===== config.mk =====
export PLATFORM = sky130hd
export DESIGN_NAME = shared_bus_arbiter
export DESIGN_NICKNAME = d
export VERILOG_FILES = /design/src/rtl/sba_pkg.sv /design/src/rtl/sba_window_hit.sv /design/src/rtl/sba_owner_fsm.sv /design/src/rtl/sba_pin_drive.sv /design/src/rtl/shared_bus_arbiter.sv
export SDC_FILE = /design/constraint.sdc
export NUM_CORES = 1
export LEC_CHECK = 0
export BUFFER_PORTS_ARGS = -buffer_cell sky130_fd_sc_hd__clkbuf_2
export CAP_MARGIN = 10
export CORE_AREA = 2 2 39 41
export CTS_CLUSTER_SIZE = 28
export DETAILED_ROUTE_END_ITERATION = 8
export DIE_AREA = 0 0 41 43
export GPL_TIMING_DRIVEN = 1
export MAX_ROUTING_LAYER = met4
export PLACE_DENSITY = 0.83
export SYNTH_ARGS = -nofsm -noshare
export SYNTH_HDL_FRONTEND = slang
export SYNTH_SLANG_ARGS = --single-unit

===== constraint.sdc =====
create_clock -name clk -period 3 [get_ports clk]
set_clock_uncertainty 0.1 [all_clocks]
set_input_delay 0.15 -clock clk [delete_from_list [all_inputs] [get_ports clk]]
set_output_delay 0.15 -clock clk [all_outputs]
set_load 0.03 [all_outputs]

===== src/rtl/sba_pkg.sv =====
package sba_pkg;
  typedef enum logic [2:0] {
    SBA_IDLE  = 3'd0,
    SBA_CHIP  = 3'd1,
    SBA_REQ   = 3'd2,
    SBA_XGNT  = 3'd3,
    SBA_XBUSY = 3'd4,
    SBA_EVICT = 3'd5
  } sba_state_e;
endpackage


===== src/rtl/sba_window_hit.sv =====
module sba_window_hit #(
  parameter int ADDR_W = 32,
  parameter logic [ADDR_W-1:0] INT_BASE = '0,
  parameter int INT_SPAN_LOG2 = 20
) (
  input  logic [ADDR_W-1:0] addr,
  output logic              hit
);
  localparam logic [ADDR_W-1:0] ONE  = ADDR_W'(1);
  localparam logic [ADDR_W-1:0] MASK = ~((ONE << INT_SPAN_LOG2) - ONE);

  assign hit = ((addr ^ INT_BASE) & MASK) == '0;
endmodule


===== src/rtl/sba_owner_fsm.sv =====
module sba_owner_fsm
  import sba_pkg::*;
(
  input  logic       clk,
  input  logic       rst_n,
  input  logic       internal_arb,
  input  logic       park,
  input  logic       chip_req,
  input  logic       chip_done,
  input  logic       xm_req_n,
  input  logic       bus_busy_n_i,
  input  logic       grant_n_i,
  input  logic       slave_retry_n,
  output sba_state_e nxt
);
  sba_state_e cur;

  always_comb begin
    nxt = cur;
    unique case (cur)
      SBA_IDLE: begin
        if (internal_arb) begin
          if (chip_req)       nxt = SBA_CHIP;
          else if (!xm_req_n) nxt = SBA_XGNT;
        end else if (chip_req) begin
          nxt = park ? SBA_CHIP : SBA_REQ;
        end
      end
      SBA_CHIP:
        if (!slave_retry_n || chip_done) nxt = SBA_IDLE;
      SBA_REQ: begin
        if (!chip_req)                       nxt = SBA_IDLE;
        else if (!grant_n_i && bus_busy_n_i) nxt = SBA_CHIP;
      end
      SBA_XGNT: begin
        if (!bus_busy_n_i)  nxt = SBA_XBUSY;
        else if (xm_req_n)  nxt = SBA_IDLE;
      end
      SBA_XBUSY: begin
        if (bus_busy_n_i)   nxt = SBA_IDLE;
        else if (chip_req)  nxt = SBA_EVICT;
      end
      SBA_EVICT:
        nxt = chip_req ? SBA_CHIP : SBA_IDLE;
      default: nxt = SBA_IDLE;
    endcase
  end

  always_ff @(posedge clk or negedge rst_n)
    if (!rst_n) cur <= SBA_IDLE;
    else        cur <= nxt;
endmodule


===== src/rtl/sba_pin_drive.sv =====
module sba_pin_drive
  import sba_pkg::*;
(
  input  logic       clk,
  input  logic       rst_n,
  input  sba_state_e nxt,
  input  logic       xm_burst,
  input  logic       win_hit,
  input  logic       bus_busy_n_i,
  output logic       chip_owns,
  output logic       xm_grant_n,
  output logic       bus_busy_n_o,
  output logic       chip_req_n,
  output logic       retry_n_o,
  output logic       burst_inh_n
);
  always_ff @(posedge clk or negedge rst_n) begin
    if (!rst_n) begin
      chip_owns    <= 1'b0;
      xm_grant_n   <= 1'b1;
      bus_busy_n_o <= 1'b1;
      chip_req_n   <= 1'b1;
      retry_n_o    <= 1'b1;
    end else begin
      chip_owns    <= (nxt == SBA_CHIP);
      bus_busy_n_o <= (nxt != SBA_CHIP);
      xm_grant_n   <= (nxt != SBA_XGNT);
      chip_req_n   <= (nxt != SBA_REQ);
      retry_n_o    <= (nxt != SBA_EVICT);
    end
  end

  assign burst_inh_n = !(xm_burst && win_hit && !bus_busy_n_i && !chip_owns);
endmodule


===== src/rtl/shared_bus_arbiter.sv =====
module shared_bus_arbiter
  import sba_pkg::*;
#(
  parameter int ADDR_W = 32,
  parameter logic [ADDR_W-1:0] INT_BASE = 32'h0010_0000,
  parameter int INT_SPAN_LOG2 = 20
) (
  input  logic              clk,
  input  logic              rst_n,
  input  logic              internal_arb,
  input  logic              park,
  input  logic              chip_req,
  input  logic              chip_done,
  output logic              chip_owns,
  input  logic              xm_req_n,
  output logic              xm_grant_n,
  input  logic              bus_busy_n_i,
  output logic              bus_busy_n_o,
  output logic              chip_req_n,
  input  logic              grant_n_i,
  input  logic              slave_retry_n,
  output logic              retry_n_o,
  input  logic              xm_burst,
  input  logic [ADDR_W-1:0] xm_addr,
  output logic              burst_inh_n
);
  sba_state_e nxt;
  logic       win_hit;

  sba_owner_fsm u_fsm (
    .clk(clk), .rst_n(rst_n), .internal_arb(internal_arb), .park(park),
    .chip_req(chip_req), .chip_done(chip_done), .xm_req_n(xm_req_n),
    .bus_busy_n_i(bus_busy_n_i), .grant_n_i(grant_n_i),
    .slave_retry_n(slave_retry_n), .nxt(nxt)
  );

  sba_window_hit #(
    .ADDR_W(ADDR_W), .INT_BASE(INT_BASE), .INT_SPAN_LOG2(INT_SPAN_LOG2)
  ) u_win (
    .addr(xm_addr), .hit(win_hit)
  );

  sba_pin_drive u_pins (
    .clk(clk), .rst_n(rst_n), .nxt(nxt), .xm_burst(xm_burst),
    .win_hit(win_hit), .bus_busy_n_i(bus_busy_n_i),
    .chip_owns(chip_owns), .xm_grant_n(xm_grant_n),
    .bus_busy_n_o(bus_busy_n_o), .chip_req_n(chip_req_n),
    .retry_n_o(retry_n_o), .burst_inh_n(burst_inh_n)
  );
endmodule


==> metrics.cfg <==
[yosys]
synth_nets = 86
mappedNetlistArea_um2 = 418
synth_top_flop_cell = dfstp_2
synth_edf_count = 0
synth-seq-area-share = 0.491
synth.avg_cell_area_um2 = 9.72
synth_cell_types = 24
async_flop_share = 1.00
syn_inst = 43
synth_seq_cells = 8
ys_warn_count = 0

[die]
dieArea_um2 = 1760
placementRows = 14
die_w_um = 41
io_pins = 49
dieHeight_um = 43
initial_core_util = 0.302
core-area_um2 = 1380

[status]
status = complete, no violations

[worst_hold_path]
hold_path_class = in2reg
worstHoldPathCells = 2
hp-start = chip_req
whs_endpoint = u_pins.retry_n_o

[sta]
fin_crit_sh = 0.539
slew_headroom = 0.692
fin_crit_ns = 1.62
max_freq_mhz = 619
slew_violations = 0
finalSetupViolations = 0
tightest_slew_ns = 0.462
rsz0062_at_grt = no
tns_ns = 0
hold_viol = 0

[setup_path]
cp_slowest_cell = dfrtp_1
critical_path.startpoint_type = flip-flop
cp.arrival_ns = 1.69
path_cells = or3b_1, a21oi_1, a221oi_1, or3_1
slowest_delay_ns = 0.44
path_delay_family = simple AND/OR/NAND/NOR gates
path_buf_inv = 0
crit_type = reg2reg
cp-end-kind = flip-flop
r2r_end = u_pins.bus_busy_n_o
rrSetupSlack_ns = 1.38
path_max_fanout = 8
required_ns = 3.07
r2r_cells = 4
timing.rr.start = u_fsm.cur[1]

[drt]
vias = 439
wl_um = 870
antenna_left = 0
wl_per_cell_um = 9.56
dr.pass1.iters = 3
drc = 0
viasPerCell = 4.82
drt_iter0_drc = 4

[clock_network]
htreeDepth = 1
clk_latency_ns = 0.25
clk_pin_slew_worst_paths_ns = 0.05
cts_made_buffers = 3
clock-sinks = 8
cts_tree = built
post_cts_buffers = 0
cts_buffer_depth = 2
cts_root_buffer = clkbuf_4

[placed_design]
gp_congestion = 0.815
port_buffers = 28
dpl.hpwl_um = 718
placed_cell_area_um2 = 578

[global_routing]
grt_pass1_vias = 329
overflow = 0
antenna_found_initial = 0
grt_pass1_wl_um = 1190
grt_max_degree = 9
grt_usage = 0.108

[cells_and_area]
n_fill_cell = 141
layout-drive-gt1-share = 0.467
syn_to_final_growth_pct = 46.1
nets = 120
layout_commonest_cell = clkbuf_2
final_cell_mix = clkbuf_2, nor2_1, nand2_1, dfrtp_1, dfstp_2
antennaDiodeCount = 0
stdcell_area_um2 = 611

[power_and_ir_drop]
p_leak_nw = 0.297
p_per_area_nw_per_um2 = 742
p_total_uw = 453
peakVddDrop_v = 0.000407

[job]
drv_cap = 0

[cell families (layout without fill, tap and decap cells)]
kind of cell | count (synthesis) | in the layout | synth area share
flops | 8 | 8 | 0.491
simple gates | 25 | 25 | 0.353
compound gates | 8 | 8 | 0.138
buf+inv | 2 | 34 | 0.0180
[where the power goes]
| group | total [mW] | internal (mW) | switching [mW] |
|---|---|---|---|
| combinational | 0.184 | 0.0727 | 0.112 |
| clock | 0.0778 | 0.0455 | 0.0323 |
| sequential | 0.191 | 0.158 | 0.0336 |
[through the flow]
stage / std cells / util / hold slack, ns / setup slack [ns]
global placement: 87 / 0.418 / -0.103 / 1.40
finish: 91 / 0.441 / 0.0462 / 1.38
global route: 91 / 0.441 / 0.0572 / 1.30
floorplan: 43 / - / -0.246 / 1.51
detailed placement: 87 / 0.418 / -0.0980 / 1.38
CTS: 91 / 0.441 / 0.0411 / 1.37
[synth_stat cells (2+ instances only)]
cell	count	area, µm²
a21oi_1	2	10.0
nand2_1	4	15.0
nor4_1	2	12.5
nor2b_1	2	12.5
nand2b_1	2	12.5
inv_1	2	7.51
nand3b_1	2	15.0
nor3_1	2	10.0
dfrtp_1	4	100
dfstp_2	4	105
nor2_1	4	15.0
[state kept, by name (all words and copies together), names as in the netlist]
| signal | flops |
|---|---|
| u_pins.chip_req_n | 1 |
| u_pins.chip_owns | 1 |
| u_pins.bus_busy_n_o | 1 |
| u_pins.retry_n_o | 1 |
| u_fsm.cur | 3 |
| u_pins.xm_grant_n | 1 |
[final cells by class]
type	count	area, µm²	share of cell area
multi-input cells	33	205	0.336
well taps	16	20.0	0.0328
repair buffers	29	150	0.246
flip-flops and latches	8	205	0.336
clock buffers	3	22.5	0.0369
inverters	2	7.51	0.0123
[how the worst max path moves through the flow]
stage                                to          from  depth (start not counted)  slack [ns]
global placement    u_pins.bus_busy_n_o  u_fsm.cur[1]                          4        1.40
floorplan           u_pins.bus_busy_n_o  u_fsm.cur[1]                          4        1.51
finish              u_pins.bus_busy_n_o  u_fsm.cur[1]                          4        1.38
global route        u_pins.bus_busy_n_o  u_fsm.cur[1]                          4        1.30
detailed placement  u_pins.bus_busy_n_o  u_fsm.cur[1]                          4        1.38
CTS                 u_pins.bus_busy_n_o  u_fsm.cur[1]                          4        1.37
[routing by layer]
metal  GRT usage  wire [µm]  vias up
met5           -          0        -
met4           0          0        0
met3      0.0942        115        0
met2       0.166        405       23
met1       0.108        349      191
li1            -          -      225
[timing repair]
item,CTS,global route
resized for setup,0,0
hold endpoints to repair,8,0
hold buffers,1,0
No activity file was read; power rests on OpenSTA's default activity.
